### src/rtl/rstcfg_pkg.sv
package rstcfg_pkg;

   typedef enum logic [2:0] {
      ST_CAPTURE,
      ST_LOAD,
      ST_EVAL,
      ST_HALTCHK,
      ST_HALTED,
      ST_DONE,
      ST_RUN
   } seq_state_t;

   localparam int unsigned MODE_PLAIN  = 0;
   localparam int unsigned MODE_EEPROM = 1;
   localparam int unsigned BYTE_W      = 8;

endpackage

### src/rtl/rstcfg_sync.sv
module rstcfg_sync #(
   parameter int unsigned WIDTH  = 4,
   parameter int unsigned STAGES = 2
) (
   input  logic             clk,
   input  logic [WIDTH-1:0] din,
   output logic [WIDTH-1:0] dout
);

   generate
      if (STAGES < 2) begin : g_bad_stages
         $error("rstcfg_sync: STAGES must be at least 2");
      end
      if (WIDTH < 1) begin : g_bad_width
         $error("rstcfg_sync: WIDTH must be at least 1");
      end
   endgenerate

   logic [WIDTH-1:0] stg [STAGES];

   generate
      for (genvar i = 0; i < STAGES; i++) begin : g_stage
         if (i == 0) begin : g_first
            always_ff @(posedge clk) stg[0] <= din;
         end else begin : g_next
            always_ff @(posedge clk) stg[i] <= stg[i-1];
         end
      end
   endgenerate

   assign dout = stg[STAGES-1];

endmodule

### src/rtl/rstcfg_rec_asm.sv
module rstcfg_rec_asm
   import rstcfg_pkg::*;
#(
   parameter int unsigned ADDR_W = 16,
   parameter int unsigned DATA_W = 16
) (
   input  logic              clk,
   input  logic              rst_n,
   input  logic              clr,
   input  logic              byte_vld,
   input  logic [BYTE_W-1:0] byte_in,
   output logic [ADDR_W-1:0] rec_addr,
   output logic [DATA_W-1:0] rec_data,
   output logic              last_byte
);

   localparam int unsigned REC_W     = ADDR_W + DATA_W;
   localparam int unsigned REC_BYTES = REC_W / BYTE_W;
   localparam int unsigned CNT_W     = (REC_BYTES > 2) ? $clog2(REC_BYTES) : 1;

   generate
      if ((ADDR_W % BYTE_W) != 0 || ADDR_W == 0) begin : g_bad_addr
         $error("rstcfg_rec_asm: ADDR_W must be a nonzero multiple of 8");
      end
      if ((DATA_W % BYTE_W) != 0 || DATA_W == 0) begin : g_bad_data
         $error("rstcfg_rec_asm: DATA_W must be a nonzero multiple of 8");
      end
   endgenerate

   logic [REC_W-1:0] shreg;
   logic [CNT_W-1:0] cnt;

   always_ff @(posedge clk or negedge rst_n) begin
      if (!rst_n) begin
         shreg <= '0;
         cnt   <= '0;
      end else if (clr) begin
         cnt <= '0;
      end else if (byte_vld) begin
         shreg <= {shreg[REC_W-BYTE_W-1:0], byte_in};
         cnt   <= cnt + CNT_W'(1);
      end
   end

   assign last_byte = (cnt == CNT_W'(REC_BYTES - 1));
   assign rec_addr  = shreg[REC_W-1 -: ADDR_W];
   assign rec_data  = shreg[DATA_W-1:0];

endmodule

### src/rtl/rstcfg_ctrl.sv
module rstcfg_ctrl
   import rstcfg_pkg::*;
#(
   parameter int unsigned MODE_W    = 3,
   parameter int unsigned EE_ADDR_W = 16,
   parameter int unsigned ADDR_W    = 16,
   parameter int unsigned CTRL_ADDR = 'h40
) (
   input  logic                 clk,
   input  logic                 rst_n,
   input  logic [MODE_W-1:0]    mode_s,
   input  logic                 halt_s,
   input  logic                 rd_ack,
   input  logic                 rd_nack,
   input  logic                 last_byte,
   input  logic [ADDR_W-1:0]    rec_addr,
   input  logic                 mgmt_wr_en,
   input  logic [ADDR_W-1:0]    mgmt_wr_addr,
   input  logic                 mgmt_halt_bit,
   output logic                 rd_req,
   output logic [EE_ADDR_W-1:0] rd_addr,
   output logic                 byte_vld,
   output logic                 rec_clr,
   output logic                 cfg_wr_en,
   output logic                 cfg_done,
   output logic                 cfg_err,
   output logic                 core_rst_n
);

   localparam logic [ADDR_W-1:0] END_ADDR = {ADDR_W{1'b1}};
   localparam logic [ADDR_W-1:0] CTRL_A   = ADDR_W'(CTRL_ADDR);

   seq_state_t           state, state_nx;
   logic                 halt_q;
   logic                 err_q;
   logic [EE_ADDR_W-1:0] ee_ptr;
   logic                 halt_clear;
   logic                 mode_rsvd;
   logic                 mode_load;
   logic                 end_rec;

   assign halt_clear = mgmt_wr_en && (mgmt_wr_addr == CTRL_A) && !mgmt_halt_bit;
   assign mode_rsvd  = (mode_s > MODE_W'(MODE_EEPROM));
   assign mode_load  = (mode_s == MODE_W'(MODE_EEPROM));
   assign end_rec    = (rec_addr == END_ADDR);

   always_comb begin
      state_nx = state;
      unique case (state)
         ST_CAPTURE: state_nx = mode_load ? ST_LOAD : ST_HALTCHK;
         ST_LOAD: begin
            if (rd_nack)                  state_nx = ST_HALTCHK;
            else if (rd_ack && last_byte) state_nx = ST_EVAL;
         end
         ST_EVAL:    state_nx = end_rec ? ST_HALTCHK : ST_LOAD;
         ST_HALTCHK: state_nx = (halt_q && !halt_clear) ? ST_HALTED : ST_DONE;
         ST_HALTED:  if (!halt_q || halt_clear) state_nx = ST_DONE;
         ST_DONE:    state_nx = ST_RUN;
         ST_RUN:     state_nx = ST_RUN;
         default:    state_nx = ST_CAPTURE;
      endcase
   end

   always_ff @(posedge clk or negedge rst_n) begin
      if (!rst_n) begin
         state  <= ST_CAPTURE;
         halt_q <= 1'b0;
         err_q  <= 1'b0;
         ee_ptr <= '0;
      end else begin
         state <= state_nx;
         if (state == ST_CAPTURE) begin
            halt_q <= halt_s;
         end else if (halt_clear) begin
            halt_q <= 1'b0;
         end
         if ((state == ST_CAPTURE && mode_rsvd) || (state == ST_LOAD && rd_nack)) begin
            err_q <= 1'b1;
         end
         if (byte_vld) begin
            ee_ptr <= ee_ptr + EE_ADDR_W'(1);
         end
      end
   end

   assign rd_req     = (state == ST_LOAD);
   assign rd_addr    = ee_ptr;
   assign byte_vld   = (state == ST_LOAD) && rd_ack && !rd_nack;
   assign rec_clr    = (state == ST_EVAL);
   assign cfg_wr_en  = (state == ST_EVAL) && !end_rec;
   assign cfg_done   = (state == ST_DONE) || (state == ST_RUN);
   assign core_rst_n = (state == ST_RUN);
   assign cfg_err    = err_q;

endmodule

### src/rtl/rstcfg_seq.sv
module rstcfg_seq
   import rstcfg_pkg::*;
#(
   parameter int unsigned MODE_W      = 3,
   parameter int unsigned EE_ADDR_W   = 16,
   parameter int unsigned ADDR_W      = 16,
   parameter int unsigned DATA_W      = 16,
   parameter int unsigned SYNC_STAGES = 2,
   parameter int unsigned CTRL_ADDR   = 'h40,
   parameter int unsigned HALT_BIT    = 0
) (
   input  logic                 clk,
   input  logic                 rst_n,
   input  logic [MODE_W-1:0]    mode_strap,
   input  logic                 halt_strap,
   output logic                 rd_req,
   output logic [EE_ADDR_W-1:0] rd_addr,
   input  logic                 rd_ack,
   input  logic                 rd_nack,
   input  logic [7:0]           rd_data,
   input  logic                 mgmt_wr_en,
   input  logic [ADDR_W-1:0]    mgmt_wr_addr,
   input  logic [DATA_W-1:0]    mgmt_wr_data,
   output logic                 cfg_wr_en,
   output logic [ADDR_W-1:0]    cfg_wr_addr,
   output logic [DATA_W-1:0]    cfg_wr_data,
   output logic                 cfg_done,
   output logic                 cfg_err,
   output logic                 core_rst_n
);

   localparam int unsigned STRAP_W = MODE_W + 1;

   generate
      if (HALT_BIT >= DATA_W) begin : g_bad_halt_bit
         $error("rstcfg_seq: HALT_BIT outside DATA_W");
      end
      if (MODE_W < 1) begin : g_bad_mode_w
         $error("rstcfg_seq: MODE_W must be at least 1");
      end
   endgenerate

   logic [STRAP_W-1:0] strap_s;
   logic               last_byte;
   logic               byte_vld;
   logic               rec_clr;
   logic               unused_mgmt;

   assign unused_mgmt = ^mgmt_wr_data;

   rstcfg_sync #(
      .WIDTH  (STRAP_W),
      .STAGES (SYNC_STAGES)
   ) u_sync (
      .clk  (clk),
      .din  ({halt_strap, mode_strap}),
      .dout (strap_s)
   );

   rstcfg_rec_asm #(
      .ADDR_W (ADDR_W),
      .DATA_W (DATA_W)
   ) u_rec (
      .clk       (clk),
      .rst_n     (rst_n),
      .clr       (rec_clr),
      .byte_vld  (byte_vld),
      .byte_in   (rd_data),
      .rec_addr  (cfg_wr_addr),
      .rec_data  (cfg_wr_data),
      .last_byte (last_byte)
   );

   rstcfg_ctrl #(
      .MODE_W    (MODE_W),
      .EE_ADDR_W (EE_ADDR_W),
      .ADDR_W    (ADDR_W),
      .CTRL_ADDR (CTRL_ADDR)
   ) u_ctrl (
      .clk           (clk),
      .rst_n         (rst_n),
      .mode_s        (strap_s[MODE_W-1:0]),
      .halt_s        (strap_s[MODE_W]),
      .rd_ack        (rd_ack),
      .rd_nack       (rd_nack),
      .last_byte     (last_byte),
      .rec_addr      (cfg_wr_addr),
      .mgmt_wr_en    (mgmt_wr_en),
      .mgmt_wr_addr  (mgmt_wr_addr),
      .mgmt_halt_bit (mgmt_wr_data[HALT_BIT]),
      .rd_req        (rd_req),
      .rd_addr       (rd_addr),
      .byte_vld      (byte_vld),
      .rec_clr       (rec_clr),
      .cfg_wr_en     (cfg_wr_en),
      .cfg_done      (cfg_done),
      .cfg_err       (cfg_err),
      .core_rst_n    (core_rst_n)
   );

endmodule

### config.mk
export PLATFORM = sky130hd
export DESIGN_NAME = rstcfg_seq
export DESIGN_NICKNAME = d
export VERILOG_FILES = /design/src/rtl/rstcfg_pkg.sv /design/src/rtl/rstcfg_sync.sv /design/src/rtl/rstcfg_rec_asm.sv /design/src/rtl/rstcfg_ctrl.sv /design/src/rtl/rstcfg_seq.sv
export SDC_FILE = /design/constraint.sdc
export NUM_CORES = 1
export LEC_CHECK = 0
export ABC_AREA = 1
export BUFFER_PORTS_ARGS = -buffer_cell sky130_fd_sc_hd__buf_2
export CELL_PAD_IN_SITES_DETAIL_PLACEMENT = 1
export CELL_PAD_IN_SITES_GLOBAL_PLACEMENT = 2
export CORE_UTILIZATION = 27
export DETAILED_ROUTE_END_ITERATION = 10
export PLACE_DENSITY = 0.87
export REMOVE_ABC_BUFFERS = 1
export SLEW_MARGIN = 20
export SYNTH_ARGS = -nofsm -noshare
export SYNTH_HDL_FRONTEND = slang
export SYNTH_SLANG_ARGS = --single-unit
### constraint.sdc
create_clock -name clk -period 1.6 [get_ports clk]
set_input_delay 0.32 -clock clk [delete_from_list [all_inputs] [get_ports clk]]
set_output_delay 0.32 -clock clk [all_outputs]
set_load 0.05 [all_outputs]
==> impl_metrics.toml, run 1 <==
[clock_tree]
clock_latency_ns = 0.34
clk_pin_slew_ns = 0.08
ctsHtreeMaxLevel = 3
cts_buffer_depth = 2
root_buffer = "clkbuf_8"
cts.sink_count = 63
cts_buffers = 9
cts_tree = "built"

[floorplan]
fp.dieW_um = 102.5
core_um2 = 9774
die_height_um = 102.5
die_area_um2 = 10500
ios = 102
rows = 36
start_util_pct = 27.89

[setup_path]
critPathMaxFanout = 3
cp.arrival_ns = 1.44
path_buf_inv = 2
crit_path_end_kind = "primary output"
cp_slowest_cell = "dfrtp_1"
crit_path_max_incr_delay_ns = 0.39
cp_cell_sequence = "nand2_2 > nor3_4 > nand4_1 > inv_1 > nor2_2 > buf_6"
critical_path.top_delay_family = "simple AND/OR/NAND/NOR gates"
start_kind = "register"
worst-setup-path-type = "register to primary output"
critPathRequiredTime_ns = 1.28

[detailed_routing]
drc = 0
post_drt_wl_per_cell_um = 12.65
final_antenna_net_count = 0
drt_wl_total_um = 7208
first_iter_violations = 68
first_pass_iters = 4
via_per_inst = 4.337
vias = 2472

[synthesis]
synthFlopType = "dfrtp_1"
synthAdderAreaFrac_pct = 0.9179
synth_edf_count = 0
ys_ff_latch = 63
muxShareOfSynthArea_pct = 0
synth_top_family_by_area = "simple AND/OR/NAND/NOR gates"
ys_types = 25
synth_seq_area_share_pct = 56.36
synth_compound_area_share_pct = 4.727
ys_warn_count = 0
syn_area_per_cell_um2 = 8.415
synth_xor_area_share_pct = 3.534
syn_inst = 324
synth_area_um2 = 2726
synthArstFlopShare_pct = 87.30
synthSimpleGateAreaFrac_pct = 28.09

[timing]
setup_viol = 1
fmax_mhz = 566.7
finalHoldViolCount = 0
period_share_pct = 110.3
holdWs_ns = 0.09455
fin_skew_ns = 0.008231
tightest_slew_ns = 0.4192
relSlewSlack_pct = 72.05
grt_setup_unrepaired = "true"
period_needed_ns = 1.765
layout_setup_ws_ns = -0.1646
maxSlewViolCount = 0

[place]
dp.cells = 540
port_buffers = 86
gp_congestion = 0.7828
dp_hpwl_um = 5114
dpl-instance-area_um2 = 3339

[final_layout]
layout-drive-gt1-share_pct = 33.18
stdcell_area_um2 = 3799
nets = 483
num_antenna_cells = 0
multi_input_area_um2 = 1112
ff_latch_area_um2 = 1540
area_growth_syn_to_layout_pct = 39.33
final_cells = 570
nFillCells = 1201

[global_route]
grt_max_degree = 41
grt_pass1_wl_um = 11450
grt_antenna_before_repair = 0
gr-total-overflow = 0
grt_pass1_vias = 2425
track_usage_pct = 14.22

[flow_run]
drv_cap = 0

[pwr]
vdd_drop_max_uv = 793.6
p_per_area_nw_per_um2 = 2030
p_leak_uw = 0.001956

[outcome]
status = "complete, but fails checks"
violations = "negative setup slack"

[min_path]
hold_path_class = "primary input to register"
## cell usage in the layout (no fill, tap or decap), types with 5 or more instances in the layout
master    Yosys  layout
nand3_1      12      11
nor2_1       29      26
dfxtp_1       8       8
nor3_1       14       9
buf_2         4      82
xor2_1       10      10
dfrtp_1      55      52
buf_4         1      12
inv_1        32      30
nand2_1     115     112
o21ai_0      22      18
buf_6         1       5
clkbuf_8      0      10
## Yosys cell counts (4+ instances only)
cell type | n | area [µm²]
dfrtp_1 | 55 | 1376
o21ai_0 | 22 | 110.1
buf_2 | 4 | 20.02
dfxtp_1 | 8 | 160.2
nor3_1 | 14 | 70.07
nand3_1 | 12 | 60.06
xor2_1 | 10 | 87.58
nor2_1 | 29 | 108.9
inv_1 | 32 | 120.1
nand2_1 | 115 | 431.7
nand4_1 | 4 | 25.02
## layer usage
metal  share of wire, %  wire [µm]  GRT usage (%)
met2                 50       3576          23.49
met3                3.5        252          3.283
met5                  0          0              0
met4                1.0         72          4.286
met1                 46       3306          18.49
## final timing paths
kind / cells after the start / startpoint / slack, ns / to
min in group asynchronous: 2 / rst_n / 0.44 / u_rec.shreg[7]
max reg2reg: 7 / u_ctrl.state[1] / 0.02 / u_ctrl.rd_addr[10]
min reg2reg: 0 / u_sync.stg[0][2] / 0.32 / u_sync.stg[0][6]
min: 1 / halt_strap / 0.09 / u_sync.stg[0][3]
max in group asynchronous: 3 / rst_n / 0.58 / u_ctrl.rd_addr[0]
max: 6 / u_rec.shreg[16] / -0.16 / cfg_wr_en
## layout make-up
type                    instances  area share (%)
flip-flops and latches         63           40.55
multi-input cells             220           29.28
repair buffers                104           16.90
well taps                     133           4.381
clock buffers                  11           3.722
inverters                      34           3.689
clock inverters                 5           1.482
## where the power goes
group,switching [µW],leakage (µW),internal [µW],total [µW]
clock,638,0.0000997,763,1400
sequential,430,0.000754,2120,2550
combinational,2760,0.00110,994,3760
total,3830,0.00196,3880,7710
## metrics by stage
step	total power [µW]	setup slack [ns]	util (%)	setup TNS, ns
after global placement	5904	0.08473	34.17	0
after detailed placement	5989	0.04987	34.17	0
after global routing	8215	-0.2771	38.86	-0.6316
after floorplan	5051	-0.4990	-	-12.25
final	7710	-0.1646	38.86	-0.1646
after CTS	7573	-0.1568	37.01	-0.2138
## state kept, by name (all words and copies together), names as in the netlist
register	count
u_ctrl.rd_addr	16
u_rec.shreg	32
u_ctrl.cfg_err	1
u_rec.cnt	2
u_ctrl.state	3
u_sync.stg	8
u_ctrl.halt_q	1
## cell families after synthesis
logic type,count (synthesis)
AND/OR/NAND/NOR,181
flip-flops,63
buffers and inverters,42
AO/OA/AOI/OAI,25
XOR/XNOR,11
adder cells (fa/ha/maj),2
## what timing repair did
item                                    4_1_cts  5_1_grt
endpoints found under the hold margin        15        0
hold buffers                                  1        0
gates cloned                                  0        1
resized for setup                            16       28
pin swaps                                     2       10
endpoints found under the setup margin        4       45
setup buffers                                 3        9
Power figures use the tool's default switching activity.
==> inputs of run 2 (changes only) <==
--- a/config.mk
+++ b/config.mk
@@ -9,6 +9,7 @@
 export BUFFER_PORTS_ARGS = -buffer_cell sky130_fd_sc_hd__buf_2
 export CELL_PAD_IN_SITES_DETAIL_PLACEMENT = 1
 export CELL_PAD_IN_SITES_GLOBAL_PLACEMENT = 2
+export CORE_ASPECT_RATIO = 0.6
 export CORE_UTILIZATION = 27
 export DETAILED_ROUTE_END_ITERATION = 10
 export PLACE_DENSITY = 0.87
==> run 2 against run 1 <==
  * Non-clock buffer count is 2 higher
  * Cell area is 2.8% higher
  * The run still ends with negative setup slack left
  * Worst hold slack worse by 0.00099 ns
  * Global-route usage is 1.2 points higher
  * Die area is 0.13% higher
  * Setup slack better by 0.089 ns
  * Flip-flop and latch count stayed put
  * Power is 7.2% higher
  * Register-to-register slack worse by 0.02 ns
  * Clock-buffer cell count is 1 lower
  * Combinational power hardly changed
  * First-iteration DRC count stayed put
==> impl_metrics.toml, run 2 (synthesized netlist as in run 1, its figures left out) <==
[detailed_routing]
final_antenna_net_count = 0
vias = 2454
drc = 0
first_pass_iters = 4
via_per_inst = 4.320
post_drt_wl_per_cell_um = 13.47
drt_wl_total_um = 7650
first_iter_violations = 68

[final_layout]
multi_input_area_um2 = 1072
largest_reg_flops = 32
stdcell_area_um2 = 3904
final_cell_mix = "114 x nand2_1, 82 x buf_2, 54 x dfrtp_1, 29 x inv_1, 28 x nor2_1"
final_common_cell = "nand2_1"
nets = 484
fin_util_pct = 41.12
layout-drive-gt1-share_pct = 31.96
largest-register = "u_rec.shreg"
ff_latch_area_um2 = 1538
num_antenna_cells = 0
nFillCells = 1154
area_growth_syn_to_layout_pct = 43.18

[floorplan]
rows = 27
ios = 102
core_um2 = 9493
start_util_pct = 28.72
fp.dieW_um = 131.7
die_height_um = 79.84
die_area_um2 = 10520

[outcome]
violations = "negative setup slack"
status = "complete, but fails checks"

[place]
dp_slack_ns = 0.07859
dpl-instance-area_um2 = 3371
gp_congestion = 0.8171
dp_hpwl_um = 5386
port_buffers = 86

[clock_tree]
cts_buffers = 9
root_buffer = "clkbuf_16"
clk_pin_slew_ns = 0.06
cts.sink_count = 63
cts_buffer_depth = 2
cts_tree = "built"
clock_latency_ns = 0.33
ctsHtreeMaxLevel = 3

[timing]
relSlewSlack_pct = 71.69
setup-tns-final_ns = -0.1199
fmax_mhz = 596.7
setup_viol = 3
maxSlewViolCount = 0
grt_setup_unrepaired = "true"
period_needed_ns = 1.676
tightest_slew_ns = 0.4215
period_share_pct = 104.7
fin_skew_ns = 0.006852
finalHoldViolCount = 0
layout_setup_ws_ns = -0.07591

[flow_run]
drv_cap = 0

[global_route]
grt_pass1_vias = 2555
grt_max_degree = 56
gr-total-overflow = 0
grt_pass1_wl_um = 12480
track_usage_pct = 15.46
grt_antenna_before_repair = 0

[setup_path]
crit_path_end_kind = "primary output"
cp.arrival_ns = 1.36
critPathRequiredTime_ns = 1.28
start_kind = "register"
worst-setup-path-type = "register to primary output"
critPathMaxFanout = 2

[pwr]
p_per_area_nw_per_um2 = 2118
vdd_drop_max_uv = 870.8
p_leak_uw = 0.002016

[min_path]
hold_path_class = "primary input to register"
[run 2: cell types whose count changed in the layout (fill, tap and decap cells not counted), moves of 3 or more]
| cell | change |
|---|---|
| clkbuf_8 | -10 |
| o21ai_0 | +3 |
| o21ai_1 | -3 |
| clkbuf_16 | +11 |
| clkinv_4 | +3 |
[run 2: report_power, final]
group / leakage [µW] / internal (µW) / total (µW) / switching (µW)
logic: 0.00111 / 1010 / 3760 / 2750
clock network: 0.000147 / 1220 / 1940 / 727
registers: 0.000756 / 2120 / 2570 / 447
[run 2: routing by layer]
layer	track usage, %	vias up	share of wire [%]
met2	24.18	59	44
li1	-	1229	-
met5	0	-	0
met1	19.68	1161	50
met3	5.714	5	5.0
met4	5.233	0	0.67
[run 2: layout make-up]
class                           instances  area share, %
Sequential cell                        63          39.39
Multi-Input combinational cell        219          27.47
Timing Repair Buffer                  106          17.72
Clock buffer                           10          5.865
Tap cell                              130          4.167
Inverter                               34          3.590
Clock inverter                          6          1.795
[run 2: worst paths after layout]
kind	to	cells after the start	slack, ns	from
setup / recovery	cfg_wr_en	6	-0.08	u_rec.shreg[22]
hold / removal	u_sync.stg[0][0]	1	0.09	mode_strap[0]
setup reg to reg	u_ctrl.rd_addr[11]	8	0	u_ctrl.state[1]
hold reg to reg	u_sync.stg[0][5]	0	0.32	u_sync.stg[0][1]
max in group asynchronous	u_ctrl.state[2]	3	0.80	rst_n
min in group asynchronous	u_rec.shreg[1]	3	0.52	rst_n
[run 2: repair_timing]
| item | CTS | global route |
|---|---|---|
| cloned | 0 | 2 |
| setup endpoints to repair | 4 | 32 |
| hold buffers | 1 | 0 |
| gates resized for setup | 13 | 19 |
| buffers inserted | 2 | 7 |
| pin swaps | 2 | 5 |
| endpoints found under the hold margin | 33 | 0 |
[run 2: critical path: stages, from the launching register on]
cell	delay (ns)
dfrtp_1	0.36
inv_2	0.06
nor3_4	0.18
nand4_1	0.15
inv_1	0.09
nor2_1	0.05
buf_6	0.15
[run 2: metrics by stage]
stage	hold WS, ns	std cells	total power [µW]
global route	0.06960	568	8809
detailed placement	0.3132	540	6092
CTS	0.07568	559	8202
finish	0.09357	568	8267
global placement	0.3116	540	5976
floorplan	0.02441	316	5051
